[config.mk]
export PLATFORM = sky130hd
export DESIGN_NAME = cx_alu_expand
export DESIGN_NICKNAME = d
export VERILOG_FILES = /design/src/rtl/cx_pkg.sv /design/src/rtl/cx_classify.sv /design/src/rtl/cx_shamt.sv /design/src/rtl/cx_assemble.sv /design/src/rtl/cx_alu_expand.sv
export SDC_FILE = /design/constraint.sdc
export NUM_CORES = 1
export LEC_CHECK = 0
export BUFFER_PORTS_ARGS = -buffer_cell sky130_fd_sc_hd__buf_2
export CAP_MARGIN = 0
export CORE_UTILIZATION = 40
export CTS_BUF_LIST = sky130_fd_sc_hd__clkbuf_16
export DETAILED_ROUTE_END_ITERATION = 10
export PLACE_DENSITY = 0.67
export SLEW_MARGIN = 20
export SYNTH_ARGS = -nofsm -noshare
export SYNTH_HDL_FRONTEND = slang
export SYNTH_HIERARCHICAL = 1
export SYNTH_SLANG_ARGS = --single-unit
[constraint.sdc]
create_clock -name clk_i -period 2 [get_ports clk_i]
set_input_delay 0.3 -clock clk_i [delete_from_list [all_inputs] [get_ports clk_i]]
set_output_delay 0.3 -clock clk_i [all_outputs]
set_load 0.01 [all_outputs]
[src/rtl/cx_pkg.sv]
package cx_pkg;

    typedef enum logic [2:0] {
        OPK_BAD  = 3'd0,
        OPK_SRLI = 3'd1,
        OPK_SRAI = 3'd2,
        OPK_SLLI = 3'd3,
        OPK_ANDI = 3'd4,
        OPK_SUB  = 3'd5,
        OPK_XOR  = 3'd6
    } cx_op_e;

    localparam logic [6:0] OPC_IMM = 7'b0010011;
    localparam logic [6:0] OPC_REG = 7'b0110011;

    localparam logic [2:0] F3_SR   = 3'b101;
    localparam logic [2:0] F3_SL   = 3'b001;
    localparam logic [2:0] F3_AND  = 3'b111;
    localparam logic [2:0] F3_SUB  = 3'b000;
    localparam logic [2:0] F3_XOR  = 3'b100;

    localparam logic [1:0] QD_ONE  = 2'b01;
    localparam logic [1:0] QD_TWO  = 2'b10;

    // compact register field -> architectural register 8..15
    function automatic logic [4:0] prime_reg(input logic [2:0] f);
        return {2'b01, f};
    endfunction

endpackage

[src/rtl/cx_classify.sv]
module cx_classify
    import cx_pkg::*;
(
    input  logic [1:0] quad_i,
    input  logic [2:0] funct3_i,
    input  logic       b12_i,
    input  logic [1:0] sel_i,
    input  logic [1:0] sub_i,
    output cx_op_e     op_o
);

    always_comb begin
        op_o = OPK_BAD;
        unique case (quad_i)
            QD_ONE: begin
                if (funct3_i == 3'b100) begin
                    unique case (sel_i)
                        2'b00: op_o = OPK_SRLI;
                        2'b01: op_o = OPK_SRAI;
                        2'b10: op_o = OPK_ANDI;
                        2'b11: begin
                            if (!b12_i) begin
                                unique case (sub_i)
                                    2'b00:   op_o = OPK_SUB;
                                    2'b01:   op_o = OPK_XOR;
                                    default: op_o = OPK_BAD;
                                endcase
                            end
                        end
                        default: op_o = OPK_BAD;
                    endcase
                end
            end
            QD_TWO: begin
                if (funct3_i == 3'b000) begin
                    op_o = OPK_SLLI;
                end
            end
            default: op_o = OPK_BAD;
        endcase
    end

endmodule

[src/rtl/cx_shamt.sv]
module cx_shamt #(
    parameter int XLEN = 64
) (
    input  logic       b12_i,
    input  logic [4:0] low_i,
    output logic [5:0] amount_o,
    output logic       in_range_o
);

    localparam int AW = 7;
    localparam logic [AW-1:0] LIMIT    = AW'(XLEN);
    localparam logic [AW-1:0] ZERO_SUB = AW'(64);

    logic [5:0]    raw;
    logic [AW-1:0] eff;

    always_comb begin
        raw = {b12_i, low_i};
        eff = (raw == 6'd0) ? ZERO_SUB : {1'b0, raw};
        amount_o = eff[5:0];
    end

    generate
        if (XLEN == 32) begin : g_narrow
            always_comb in_range_o = (eff < LIMIT);
        end else begin : g_wide
            always_comb in_range_o = (eff < LIMIT) && (eff != ZERO_SUB);
        end
    endgenerate

endmodule

[src/rtl/cx_assemble.sv]
module cx_assemble
    import cx_pkg::*;
(
    input  cx_op_e      op_i,
    input  logic        b12_i,
    input  logic [4:0]  rfull_i,
    input  logic [4:0]  low_i,
    input  logic [5:0]  amount_i,
    input  logic        sh_ok_i,
    output logic [31:0] word_o,
    output logic        illegal_o
);

    logic [4:0]  rp1;
    logic [4:0]  rp2;
    logic [11:0] imm12;

    always_comb begin
        rp1   = prime_reg(rfull_i[2:0]);
        rp2   = prime_reg(low_i[2:0]);
        imm12 = {{6{b12_i}}, b12_i, low_i};
    end

    always_comb begin
        word_o    = 32'd0;
        illegal_o = 1'b0;
        unique case (op_i)
            OPK_SRLI: begin
                if (sh_ok_i) word_o = {6'b000000, amount_i, rp1, F3_SR, rp1, OPC_IMM};
                else         illegal_o = 1'b1;
            end
            OPK_SRAI: begin
                if (sh_ok_i) word_o = {6'b010000, amount_i, rp1, F3_SR, rp1, OPC_IMM};
                else         illegal_o = 1'b1;
            end
            OPK_SLLI: begin
                if (sh_ok_i) word_o = {6'b000000, amount_i, rfull_i, F3_SL, rfull_i, OPC_IMM};
                else         illegal_o = 1'b1;
            end
            OPK_ANDI: word_o = {imm12, rp1, F3_AND, rp1, OPC_IMM};
            OPK_SUB:  word_o = {7'b0100000, rp2, rp1, F3_SUB, rp1, OPC_REG};
            OPK_XOR:  word_o = {7'b0000000, rp2, rp1, F3_XOR, rp1, OPC_REG};
            default:  illegal_o = 1'b1;
        endcase
    end

endmodule

[src/rtl/cx_alu_expand.sv]
module cx_alu_expand
    import cx_pkg::*;
#(
    parameter int XLEN = 64
) (
    input  logic        clk_i,
    input  logic        rst_i,
    input  logic        in_valid_i,
    input  logic [15:0] in_word_i,
    output logic        out_valid_o,
    output logic [31:0] out_word_o,
    output logic        out_illegal_o
);

    cx_op_e      op;
    logic [5:0]  sh_amount;
    logic        sh_ok;
    logic [31:0] word_c;
    logic        ill_c;

    cx_classify u_classify (
        .quad_i   (in_word_i[1:0]),
        .funct3_i (in_word_i[15:13]),
        .b12_i    (in_word_i[12]),
        .sel_i    (in_word_i[11:10]),
        .sub_i    (in_word_i[6:5]),
        .op_o     (op)
    );

    cx_shamt #(.XLEN(XLEN)) u_shamt (
        .b12_i      (in_word_i[12]),
        .low_i      (in_word_i[6:2]),
        .amount_o   (sh_amount),
        .in_range_o (sh_ok)
    );

    cx_assemble u_assemble (
        .op_i      (op),
        .b12_i     (in_word_i[12]),
        .rfull_i   (in_word_i[11:7]),
        .low_i     (in_word_i[6:2]),
        .amount_i  (sh_amount),
        .sh_ok_i   (sh_ok),
        .word_o    (word_c),
        .illegal_o (ill_c)
    );

    always_ff @(posedge clk_i) begin
        if (rst_i) begin
            out_valid_o <= 1'b0;
        end else begin
            out_valid_o <= in_valid_i;
        end
    end

    always_ff @(posedge clk_i) begin
        if (rst_i) begin
            out_word_o    <= 32'd0;
            out_illegal_o <= 1'b0;
        end else if (in_valid_i) begin
            out_word_o    <= word_c;
            out_illegal_o <= ill_c;
        end
    end

    logic is_shift;
    always_comb is_shift = (op == OPK_SRLI) || (op == OPK_SRAI) || (op == OPK_SLLI);

    AST_VALID_RISE: assert property (@(posedge clk_i) disable iff (rst_i)
        in_valid_i |=> out_valid_o);
    AST_VALID_FALL: assert property (@(posedge clk_i) disable iff (rst_i)
        !in_valid_i |=> !out_valid_o);
    AST_HOLD_DATA: assert property (@(posedge clk_i) disable iff (rst_i)
        !in_valid_i |=> ($stable(out_word_o) && $stable(out_illegal_o)));
    AST_ILLEGAL_ZERO: assert property (@(posedge clk_i) disable iff (rst_i)
        out_illegal_o |-> (out_word_o == 32'd0));
    AST_LOW_ELEVEN: assert property (@(posedge clk_i) disable iff (rst_i)
        (in_valid_i && in_word_i[1:0] == 2'b11) |=> out_illegal_o);
    AST_ZERO_SHIFT: assert property (@(posedge clk_i) disable iff (rst_i)
        (in_valid_i && is_shift && in_word_i[12] == 1'b0 && in_word_i[6:2] == 5'd0)
        |=> out_illegal_o);
    AST_NARROW_RANGE: assert property (@(posedge clk_i) disable iff (rst_i)
        (XLEN == 32 && in_valid_i && is_shift && in_word_i[12]) |=> out_illegal_o);
    AST_LEGAL_OPCODE: assert property (@(posedge clk_i) disable iff (rst_i)
        (out_valid_o && !out_illegal_o) |-> (out_word_o[1:0] == 2'b11));

endmodule

==> summary.txt <==
Job
  – Total of max-cap violations: 0

Worst setup path
  – Critical path's top delay family: simple AND/OR/NAND/NOR gates
  – FF-to-FF Start: out_word_o[18]
  – CP peak stage delay: 500 ps
  – Worst Setup Start Kind: primary input
  – Critical path's slowest cell: or4b_4
  – Critical R2R Capture: out_word_o[18]
  – Worst Path Buf+Inv: 3
  – Worst EP required: 2140 ps
  – Critical path, cell by cell: buf_2 -> inv_1 -> ha_1 -> or4b_4 -> a21oi_4 -> buf_4 -> nor2_1 -> a32o_1 -> mux2i_1 -> nor2_1
  – Crit-path max FO: 8
  – Worst reg-to-reg path cell count: 2
  – Arr. time, crit path: 1960 ps
  – Flop-to-flop setup slack: 1370 ps
  – Endpoint class of the critical path: flop
  – Setup CP Type: primary input to flop
  – Most frequent CP cell: nor2_1

Logic synthesis
  – Asr flop ratio synth: 0%
  – Post-Synth Simple-Gate Area: 16.6%
  – Post-Syn Area: 1810 um2
  – Top cells by count, synth: nor2_1 (37), dfxtp_1 (34), mux2i_1 (33), buf_4 (17), clkbuf_1 (8)
  – Most instantiated library cell after synthesis: nor2_1
  – Yosys reg bits: 34
  – Synth Area in Compound Gates: 11.1%
  – Combinational family with the most area after synthesis: multiplexers
  – Cell taking the most area after synthesis: dfxtp_1
  – Top cell type's share of synthesized area: 37.7%
  – Synth Area in XOR/XNOR: 0%
  – Post-synth top flop: dfxtp_1
  – Post-synth EDFFs: 0
  – Syn Inst Count: 193
  – Synthesis Warnings: 6
  – Synth Area per Inst: 9.36 um2
  – Adder-Cell Fraction of Synth Area: 1.39%
  – Netlist cell types: 37
  – Mux contribution to synthesized area: 18.3%
  – Synth area leaders: dfxtp_1 (38%), mux2i_1 (18%), nor2_1 (7.7%)
  – Seq/Total Area, Yosys: 37.7%

Cells and area
  – Area grow syn2layout: 20.9%
  – Ant diodes: 0
  – Fin cells: 290
  – Final Cell Area: 2180 um2
  – Share of layout cells above drive strength 1: 34.9%
  – FILL cells: 428
  – Nets: 258

Power and ir drop
  – IR drop worst, VDD: 0.000479 V
  – PnR Total Power: 1.57 mW
  – Power density cells: 717 nW/um2
  – Leakage: 1.13 nW

Floorplanning
  – Core Box Area: 4350 um2
  – Row count: 24
  – I/O pin cnt: 53
  – Width of the die: 69.2 um
  – Die ar.: 4790 um2
  – Effective utilization at floorplan: 41.5%
  – Die height: 69.2 um

Detailed routing
  – Drt total wl: 3530 um
  – DRC: 0
  – Vias per cell: 4.83
  – DR vias: 1401
  – Remaining antenna violation count after routing: 0
  – Drt first pass iters: 6
  – WL per Instance: 12.2 um
  – Initial DRC Count: 76

Placed design
  – IO Port Bufs: 52
  – DP Wirelength: 2560 um
  – Final GP Congestion: 0.835
  – DP Area: 2040 um2
  – Dpl ws: -142 ps
  – Post-placement cell count: 282

Hold path
  – Hold crit path type: primary input to flop
  – Hold Crit Endpoint: out_word_o[15]
  – Min-delay src: in_word_i[7]
  – Cell depth of the worst hold path: 4

Clocking
  – Htree depth: 2
  – Hold buffer count at CTS: 0
  – CTS clk-pin slew, worst paths: 50 ps
  – Clock insertion delay at the later pin of the skew report: 270 ps
  – Clock sink count: 34
  – Number of gates resized after cts: 0
  – Post-CTS Setup Bufs: 0
  – Maximum buffer depth of the clock tree: 2
  – Clock Tree Root: clkbuf_16
  – Cts bufs inserted: 5
  – TritonCTS clock tree: yes

Global route
  – Antenna violations before repair: 0
  – Vias in the first global route: 1365
  – Global-route wire length before repair: 6110 um
  – Tot GR Track Use: 15.8%
  – Pin count of the biggest net entering global routing: 35
  – Overflow after GRT: 0

Timing
  – Final hold violations: 0
  – Final clock skew: 0 ps
  – Min Tclk post-route: 1830 ps
  – Setup ws final: 175 ps
  – Final setup vio count: 0
  – Max-slew headroom: 60.9%
  – Fin. max-slew vios: 0
  – FMAX: 548 MHz
  – RSZ-0062 raised after global routing: false
  – Worst Tran Pin Value: 587 ps
  – TNS Setup: 0 ps
  – Fin crit share: 91.3%

Run status
  – Run status: complete, no violations
[kinds of logic after synthesis]
group,after synthesis
AO/OA/AOI/OAI,26
adder cells (fa/ha/maj),2
buffers and inverters,36
flip-flops,34
multiplexers,33
other,1
AND/OR/NAND/NOR,61
[metal layers]
layer / wire length, um / vias to the layer above / share of wire, % / global-route usage [%]
li1: - / 729 / - / -
met1: 1650 / 627 / 47 / 19.7
met2: 1610 / 39 / 46 / 25.6
met3: 213 / 6 / 6.0 / 4.51
met4: 59 / 0 / 1.7 / 6.12
met5: 0 / - / 0 / 0
[power by group]
group	internal, mW	switching, mW
Clock	0.454	0.278
Sequential	0.689	0.00442
Combinational	0.0654	0.0766
Total	1.21	0.359
[sequential cells by signal (all words and copies together), names as in the netlist]
signal and flops:
out_illegal_o 1, out_valid_o 1, out_word_o 32
[per-stage QoR]
| stage | utilization, % | hold WS, ps |
|---|---|---|
| floorplan | - | 524 |
| global placement | 46.9 | 471 |
| detailed placement | 46.9 | 475 |
| CTS | 50.1 | 425 |
| global route | 50.2 | 455 |
| finish | 50.2 | 427 |
[worst min-delay path, stage by stage]
cell     delay, ps
buf_2           80
o211a_1        150
mux2i_1         70
nor2_1          70
[worst max-delay path by stage]
stage | startpoint | end | cells past startpoint
floorplan | in_word_i[0] | out_word_o[15] | 10
global placement | in_word_i[0] | out_word_o[27] | 10
detailed placement | in_word_i[1] | out_word_o[28] | 11
CTS | in_word_i[1] | out_word_o[28] | 11
global route | in_word_i[0] | out_word_o[30] | 10
finish | in_word_i[0] | out_word_o[24] | 10
[cells in the final DEF, fill, tap and decap left out, types with 2 or more instances in the layout]
cell       synthesis  routed
buf_2              2      52
nor2_1            37      37
dfxtp_1           34      34
mux2i_1           33      33
buf_4             17      14
clkbuf_16          0       5
a32o_1             5       5
nor2b_1            3       3
o211a_1            3       3
nand2b_1           3       3
a21oi_1            5       3
nand2_1            3       3
and2_1             4       3
conb_1             1       3
inv_1              3       3
nand3_1            2       2
o21ai_0            2       2
o22ai_1            2       2
o21ai_1            2       2
o211ai_1           2       2
a21oi_4            0       2
ha_1               2       2
[area by class of cell]
type / instances / area, um2 / area share [%]
multi-input cells: 125 / 897 / 41.1
flip-flops and latches: 34 / 681 / 31.2
repair buffers: 67 / 385 / 17.6
clock buffers: 5 / 125 / 5.73
well taps: 52 / 65.1 / 2.98
clock inverters: 3 / 16.3 / 0.745
inverters: 4 / 15.0 / 0.687
(Power assumes the default switching activity.)
